--- src/rtl/prd_pkg.sv ---
package prd_pkg;

  localparam int CFG_W     = 8;
  localparam int MODE_LSB  = 3;
  localparam int MODE_W    = 2;

  typedef enum logic [MODE_W-1:0] {
    MATCH_OFF   = 2'd0,
    MATCH_TOR   = 2'd1,
    MATCH_NA4   = 2'd2,
    MATCH_NAPOT = 2'd3
  } matchMode_e;

  // Strobes from control to datapath, one set per entry
  typedef struct packed {
    logic useTor;
    logic useWord;
    logic usePow2;
    logic pow2All;
  } boundSel_t;

endpackage

--- src/rtl/prd_mode_ctrl.sv ---
module prd_mode_ctrl #(
  parameter int NUM_ENTRIES = 8,
  parameter int ADDR_REG_W  = 32
) (
  input  logic [NUM_ENTRIES-1:0][prd_pkg::CFG_W-1:0] cfgArr,
  input  logic [NUM_ENTRIES-1:0][ADDR_REG_W-1:0]     addrArr,
  output prd_pkg::boundSel_t [NUM_ENTRIES-1:0]        selArr,
  output logic [NUM_ENTRIES-1:0]                      activeMask,
  output logic [$clog2(NUM_ENTRIES+1)-1:0]            activeCount
);
  import prd_pkg::*;

  localparam int CNT_W = $clog2(NUM_ENTRIES + 1);

  for (genvar i = 0; i < NUM_ENTRIES; i++) begin : gEntry
    matchMode_e modeSel;
    assign modeSel = matchMode_e'(cfgArr[i][MODE_LSB +: MODE_W]);

    always_comb begin
      selArr[i] = '0;
      unique case (modeSel)
        MATCH_TOR:   selArr[i].useTor  = 1'b1;
        MATCH_NA4:   selArr[i].useWord = 1'b1;
        MATCH_NAPOT: begin
          selArr[i].usePow2 = 1'b1;
          selArr[i].pow2All = &addrArr[i];
        end
        default:     selArr[i] = '0;
      endcase
    end

    assign activeMask[i] = (modeSel != MATCH_OFF);
  end

  always_comb begin
    activeCount = '0;
    for (int k = 0; k < NUM_ENTRIES; k++) begin
      activeCount = activeCount + CNT_W'(activeMask[k]);
    end
  end

endmodule

--- src/rtl/prd_ones_count.sv ---
module prd_ones_count #(
  parameter int VALUE_W = 32
) (
  input  logic [VALUE_W-1:0]           valueIn,
  output logic [$clog2(VALUE_W+1)-1:0] onesRun
);
  localparam int RUN_W = $clog2(VALUE_W + 1);

  // Priority encoder over the inverted value: lowest zero bit wins
  logic [VALUE_W-1:0] zeroBits;
  assign zeroBits = ~valueIn;

  always_comb begin
    onesRun = RUN_W'(VALUE_W);
    for (int b = VALUE_W - 1; b >= 0; b--) begin
      if (zeroBits[b]) onesRun = RUN_W'(b);
    end
  end

endmodule

--- src/rtl/prd_bounds_path.sv ---
module prd_bounds_path #(
  parameter int NUM_ENTRIES = 8,
  parameter int ADDR_REG_W  = 32,
  parameter int PA_W        = ADDR_REG_W + 2
) (
  input  prd_pkg::boundSel_t [NUM_ENTRIES-1:0]    selArr,
  input  logic [NUM_ENTRIES-1:0][ADDR_REG_W-1:0]  addrArr,
  output logic [NUM_ENTRIES-1:0][PA_W-1:0]        startArr,
  output logic [NUM_ENTRIES-1:0][PA_W-1:0]        endArr
);
  localparam int RUN_W = $clog2(ADDR_REG_W + 1);
  localparam int SH_W  = RUN_W + 1;

  for (genvar i = 0; i < NUM_ENTRIES; i++) begin : gEntry
    logic [ADDR_REG_W-1:0] prevAddr;
    logic [PA_W-1:0]       byteAddr;
    logic [PA_W-1:0]       prevByte;
    logic [RUN_W-1:0]      onesRun;
    logic [SH_W-1:0]       sizeShift;
    logic [PA_W-1:0]       pow2Mask;

    if (i == 0) begin : gFirst
      assign prevAddr = '0;
    end else begin : gChain
      assign prevAddr = addrArr[i-1];
    end

    assign byteAddr = {addrArr[i], 2'b00};
    assign prevByte = {prevAddr, 2'b00};

    prd_ones_count #(.VALUE_W(ADDR_REG_W)) uOnes (
      .valueIn (addrArr[i]),
      .onesRun (onesRun)
    );

    assign sizeShift = SH_W'(onesRun) + SH_W'(3);
    assign pow2Mask  = ~({PA_W{1'b1}} << sizeShift);

    always_comb begin
      startArr[i] = '0;
      endArr[i]   = '1;
      if (selArr[i].useTor) begin
        startArr[i] = prevByte;
        endArr[i]   = byteAddr - PA_W'(1);
      end else if (selArr[i].useWord) begin
        startArr[i] = byteAddr;
        endArr[i]   = byteAddr + PA_W'(3);
      end else if (selArr[i].usePow2) begin
        if (selArr[i].pow2All) begin
          startArr[i] = '0;
          endArr[i]   = '1;
        end else begin
          startArr[i] = byteAddr & ~pow2Mask;
          endArr[i]   = byteAddr | pow2Mask;
        end
      end
    end
  end

endmodule

--- src/rtl/pmp_region_decoder.sv ---
module pmp_region_decoder #(
  parameter int NUM_ENTRIES = 8,
  parameter int ADDR_REG_W  = 32,
  parameter int PA_W        = ADDR_REG_W + 2
) (
  input  logic [NUM_ENTRIES*8-1:0]           cfgFlat,
  input  logic [NUM_ENTRIES*ADDR_REG_W-1:0]  addrFlat,
  output logic [NUM_ENTRIES*PA_W-1:0]        startFlat,
  output logic [NUM_ENTRIES*PA_W-1:0]        endFlat,
  output logic [NUM_ENTRIES-1:0]             activeMask,
  output logic [$clog2(NUM_ENTRIES+1)-1:0]   activeCount
);
  logic [NUM_ENTRIES-1:0][prd_pkg::CFG_W-1:0] cfgArr;
  logic [NUM_ENTRIES-1:0][ADDR_REG_W-1:0]     addrArr;
  logic [NUM_ENTRIES-1:0][PA_W-1:0]           startArr;
  logic [NUM_ENTRIES-1:0][PA_W-1:0]           endArr;
  prd_pkg::boundSel_t [NUM_ENTRIES-1:0]       selArr;

  assign cfgArr    = cfgFlat;
  assign addrArr   = addrFlat;
  assign startFlat = startArr;
  assign endFlat   = endArr;

  prd_mode_ctrl #(
    .NUM_ENTRIES (NUM_ENTRIES),
    .ADDR_REG_W  (ADDR_REG_W)
  ) uCtrl (
    .cfgArr      (cfgArr),
    .addrArr     (addrArr),
    .selArr      (selArr),
    .activeMask  (activeMask),
    .activeCount (activeCount)
  );

  prd_bounds_path #(
    .NUM_ENTRIES (NUM_ENTRIES),
    .ADDR_REG_W  (ADDR_REG_W),
    .PA_W        (PA_W)
  ) uPath (
    .selArr   (selArr),
    .addrArr  (addrArr),
    .startArr (startArr),
    .endArr   (endArr)
  );

endmodule

--- config.mk ---
export PLATFORM = sky130hd
export DESIGN_NAME = pmp_region_decoder
export DESIGN_NICKNAME = d
export VERILOG_FILES = /design/src/rtl/prd_pkg.sv /design/src/rtl/prd_mode_ctrl.sv /design/src/rtl/prd_ones_count.sv /design/src/rtl/prd_bounds_path.sv /design/src/rtl/pmp_region_decoder.sv
export SDC_FILE = /design/constraint.sdc
export NUM_CORES = 1
export LEC_CHECK = 0
export CORE_AREA = 5 5 338 340
export DETAILED_ROUTE_END_ITERATION = 12
export DIE_AREA = 0 0 343 345
export PLACE_DENSITY_LB_ADDON = 0.2
export SLEW_MARGIN = 30
export SYNTH_ARGS = -nofsm -noshare
export SYNTH_HDL_FRONTEND = slang
export SYNTH_HIERARCHICAL = 1
export SYNTH_SLANG_ARGS = --single-unit
--- constraint.sdc ---
create_clock -name vclk -period 5.1
set_clock_uncertainty 0.15 [all_clocks]
set_input_delay 0.765 -clock vclk [all_inputs]
set_output_delay 0.765 -clock vclk [all_outputs]
set_load 0.005 [all_outputs]
Yosys cells after proc, flatten, opt, wreduce, memory -nomap -nowiden

Index checks and enable logic that the tools add are counted.

Register bits: 0
Input port bits: 320
Output and inout port bits: 556
Word-level logic and storage cells: 463

Add/subtract/negate cells: 31
Equality and inequality tests: 24
Shift operators: 8
Muxes and demuxes: 344
Bitwise operators: 40
Reductions and logical operators: 16

Operators by type and width:

| operator              | count |
|---|---|
| $mux 34               | 64 |
| $mux 6                | 256 |
| $not 34->34           | 16 |
| $add 34x2->34 const B | 8 |
| $and 34x34->34        | 8 |
| $or 34x34->34         | 8 |
| $shl 34x7->34 const A | 8 |
| $sub 34x1->34 const B | 8 |
| $not 32->32           | 8 |
| $reduce_and 32->1     | 8 |
| $add 6x2->7 const B   | 8 |
| $eq 2x2->1 const B    | 16 |
| $add 4x1->4           | 6 |
| $eq 2x1->1 const B    | 8 |
| $mux 1                | 16 |
| $mux 2                | 8 |
| $reduce_bool 2->1     | 8 |
| $add 1x1->2           | 1 |

Depth between registers and ports, before layout

Depth after elaboration: 42
Gate-level depth with buffers: 14
Gate-level depth less buffers: 12

By module

The synthesis kept the hierarchy.

Modules (own cells, without submodules):

| module          | times used | cells each | area each (µm²) | seq. area each (µm²) |
|---|---|---|---|---|
| prd_bounds_path | 1          | 2413       | 15346.0         | 0.0 |
| prd_ones_count  | 8          | 72         | 380.4           | 0.0 |
| prd_mode_ctrl   | 1          | 138        | 948.4           | 0.0 |

Worst setup path before layout

No wires, ideal clock.

Path kind: input port to output port
Start point: input port addrFlat[53]
End point: output port endFlat[38]
Data arrival time: 3.703 ns
Data required time: 4.185 ns
Slack: 0.482 ns
Cell stages on the path: 13
Buffers on the path: 1
Path through: nor2b_1 -> a311oi_1 -> o21ai_1 -> a221o_1 -> a21oi_2 -> inv_1 -> ha_1 -> and3b_1 -> buf_6 -> nand4_1 -> a2111oi_4 -> a21oi_2 -> or3_1

Cells in the longest elaborated chain, start to end: 31
Elaborated cells on any way between the ends: 33
Those cells by class: 1 x add/sub; 1 x shift; 27 x mux; 3 x bitwise; 1 x reduce/logical

RTL lines:

| element                              | line                    | source |
|---|---|---|
| start, declared                      | pmp_region_decoder.sv:7 | `input logic [NUM_ENTRIES*ADDR_REG_W-1:0] addrFlat,` |
| $not 32->32                          | prd_ones_count.sv:11    | `assign zeroBits = ~valueIn;` |
| $mux 6 (22 in a row)                 | prd_ones_count.sv:16    | `if (zeroBits[b]) onesRun = RUN_W'(b);` |
| named net uPath.gEntry[1].onesRun[0] | prd_bounds_path.sv:18   | `logic [RUN_W-1:0] onesRun;` |
| $add 6x2->7                          | prd_bounds_path.sv:36   | `assign sizeShift = SH_W'(onesRun) + SH_W'(3);` |
| $shl 34x7->34                        | prd_bounds_path.sv:37   | `assign pow2Mask = ~({PA_W{1'b1}} << sizeShift);` |
| $not 34->34                          | prd_bounds_path.sv:37   |  |
| $or 34x34->34                        | prd_bounds_path.sv:54   | `endArr[i] = byteAddr \| pow2Mask;` |
| $mux 34                              | prd_bounds_path.sv:49   | `if (selArr[i].pow2All) begin` |
| $mux 34                              | prd_bounds_path.sv:48   | `end else if (selArr[i].usePow2) begin` |
| $mux 34                              | prd_bounds_path.sv:45   | `end else if (selArr[i].useWord) begin` |
| $mux 34                              | prd_bounds_path.sv:42   | `if (selArr[i].useTor) begin` |
| end, declared                        | pmp_region_decoder.sv:9 | `output logic [NUM_ENTRIES*PA_W-1:0] endFlat,` |

The timed path passes the listed nets, and every way through them passes these cells.

Worst setup path in the final report

Start point: input port addrFlat[36]
End point: output port endFlat[38]

Cells in the longest elaborated chain, start to end: 14
Elaborated cells on any way between the ends: 16
Those cells by class: 1 x add/sub; 1 x shift; 10 x mux; 3 x bitwise; 1 x reduce/logical

RTL lines:

| element                              | line |
|---|---|
| $not 32->32                          | prd_ones_count.sv:11 |
| $mux 6 (5 in a row)                  | prd_ones_count.sv:16 |
| named net uPath.gEntry[1].onesRun[1] | prd_bounds_path.sv:18 |
| $add 6x2->7                          | prd_bounds_path.sv:36 |
| $shl 34x7->34                        | prd_bounds_path.sv:37 |
| $not 34->34                          | prd_bounds_path.sv:37 |
| $or 34x34->34                        | prd_bounds_path.sv:54 |
| $mux 34                              | prd_bounds_path.sv:49 |
| $mux 34                              | prd_bounds_path.sv:48 |
| $mux 34                              | prd_bounds_path.sv:45 |
| $mux 34                              | prd_bounds_path.sv:42 |

The timed path passes the listed nets, and every way through them passes these cells.

==> results.json <==
{
  "nets": 5421,
  "nFlopsAndLatches": 0,
  "hold_path.class": "input pin to primary output",
  "overflow": 0,
  "wire_per_inst_um": 25.4,
  "crit_fanout": 6,
  "num_vias": 33500,
  "vias_per_cell": 5.11,
  "post-route-period-util_pct": 100,
  "grt_pass1_vias": 32600,
  "grt_max_degree": 44,
  "grt_first_pass_wirelength_mm": 232,
  "utilization_pct": 37.4,
  "power.total_mw": 3.93,
  "violations": "negative setup slack",
  "n_fill_cell": 12000,
  "power_density_mw_per_mm2": 94.4,
  "final_cell_mix": "1181 x buf_4, 313 x clkdlybuf4s50_1, 313 x nand2_1, 255 x dlygate4sd2_1, 240 x nor2_1",
  "die_w_um": 343,
  "setup_ws_ns": -0.0119,
  "grt_util_all_layers_pct": 25.8,
  "crit_path_max_incr_delay_ns": 0.48,
  "layout-drive-gt1-share_pct": 38.3,
  "irDropWorstVdd_uv": 35.6,
  "start_util_pct": 17.4,
  "placed_area_sq_mm": 0.0375,
  "detail-route-antenna-nets": 0,
  "slew_viol_final": 0,
  "yosysWarnings": 6,
  "placed_cells": 6432,
  "syn_area_per_cell_sq_um": 6.18,
  "nClkBuffers": 0,
  "rows": 123,
  "hold_buffers": 0,
  "dieArea_sq_mm": 0.118,
  "slowest_stage": "clkdlybuf4s50_1",
  "path_cells": "clkdlybuf4s50_1 > buf_6 > nand2_1 > o31ai_2 > nand3_1 > a31oi_4 > inv_2 > ha_2 > and3b_1 > nand4_1 > buf_4 > a2111oi_4 > buf_4 > buf_4 > a21oi_2 > or3_4 > clkbuf_2",
  "critPathCaptureType": "primary output",
  "p_leak_nw": 18.4,
  "syn_area_sq_mm": 0.0193,
  "status": "finished with violations",
  "core_area_sq_mm": 0.111,
  "max_slew.worst_pin.slew_ns": 0.746,
  "cap_viol_max_count": 0,
  "drt-initial-drc-count": 2931,
  "first_pass_iters": 5,
  "final_common_cell": "buf_4",
  "wl_mm": 167,
  "cpMostUsedCell": "buf_4",
  "die_h_um": 345,
  "critical_path.top_delay_family": "buffers and inverters",
  "critPathBufInv": 7,
  "synthDistinctLibCells": 90,
  "finalHoldViolCount": 0,
  "max_freq_ghz": 0.196,
  "max-slew-margin-rel_pct": 50.2,
  "seqCellArea_sq_um": 0,
  "setup_viol": 2,
  "required_ns": 4.18,
  "critPathKind": "input pin to primary output",
  "top_level_ports": 876,
  "syn_inst": 3127,
  "cp.arrival_ns": 4.20,
  "rsz0062_at_grt": "yes",
  "crit_path_start_kind": "input pin",
  "final_cell_area_sq_mm": 0.0416,
  "layout.cells.non_filler": 6567,
  "final.setup.tns_ns": -0.0185,
  "hpwl_mm": 142,
  "ys_seq_area_share_pct": 0,
  "drc": 0,
  "areaGrowthSynthToFinish_pct": 115,
  "antenna_found_initial": 22,
  "routabilityCongestion": 1.01,
  "period_needed_ns": 5.11,
  "port_buffers": 812
}
==> through the flow <==
step | hold slack [ns] | setup WS [ns]
2_1_floorplan | 1.43 | 0.482
3_3_place_gp | 2.52 | -0.783
3_5_place_dp | 2.53 | -0.783
4_1_cts | 2.04 | -0.0991
5_1_grt | 1.94 | -0.123
6_report | 1.89 | -0.0119
==> layer usage <==
layer / vias up / routed length, um / GRT usage (%) / share of wire (%)
met5: - / 132 / 0 / 0.079
met4: 18 / 6460 / 7.96 / 3.9
met3: 241 / 12900 / 4.23 / 7.7
met2: 1589 / 79300 / 44.9 / 48
met1: 16200 / 68100 / 32.5 / 41
li1: 15500 / - / - / -
==> final timing paths <==
path	start	to	slack, ns	cells past startpoint
max	addrFlat[36]	endFlat[38]	-0.01	17
min	addrFlat[190]	startFlat[236]	1.89	5
==> power breakdown <==
group          switching [mW]  internal, mW  leakage, nW
combinational            2.03          1.90         18.4
sequential                  0             0            0
clock                       0   0.000000202    0.0000457
==> kinds of logic after synthesis <==
| logic type | share of synthesized area (%) |
|---|---|
| fa+ha+maj | 2.68 |
| xor+xnor | 11.3 |
| compound gates | 26.3 |
| simple gates | 42.9 |
| buf+inv | 6.05 |
| mux | 10.8 |
| other cells | 0.0194 |
==> layout make-up <==
type                            count  area, sq um  share of cell area (%)
Multi-Input combinational cell   2857        21200                    51.0
Tap cell                         1500         1880                    4.51
Inverter                          124          465                    1.12
Timing Repair Buffer             2079        18100                    43.3
Antenna cell                        7         17.5                  0.0421
==> worst min-delay path, cell delays in order <==
cell	delay [ns]
clkbuf_2	0.12
buf_4	0.12
mux2i_1	0.06
nor2_1	0.07
dlymetal6s2s_1	0.13
==> synth_stat cells, drive strengths merged (39+ instances only) <==
cell / number / area [sq um]
o21ai: 204 / 1020
nand2b: 82 / 513
or3: 68 / 425
clkbuf: 120 / 452
buf: 42 / 253
nor2: 280 / 1050
nor3: 141 / 711
xor2: 82 / 718
o211ai: 39 / 293
nand2: 354 / 1330
a21oi: 227 / 1170
o31ai: 39 / 293
and2: 47 / 294
xnor2: 166 / 1460
nor4: 90 / 639
nand3: 99 / 495
nor2b: 66 / 413
nand4: 140 / 882
mux2i: 162 / 1620
inv: 124 / 465
mux2: 41 / 462
==> timing repair <==
| action | 4_1_cts | 5_1_grt |
|---|---|---|
| setup endpoints to repair | 529 | 431 |
| resized for setup | 938 | 510 |
| cloned | 1 | 1 |
| buffers inserted | 80 | 50 |
| pin swaps | 153 | 113 |
Note: power is estimated with default switching activity, not from simulation.
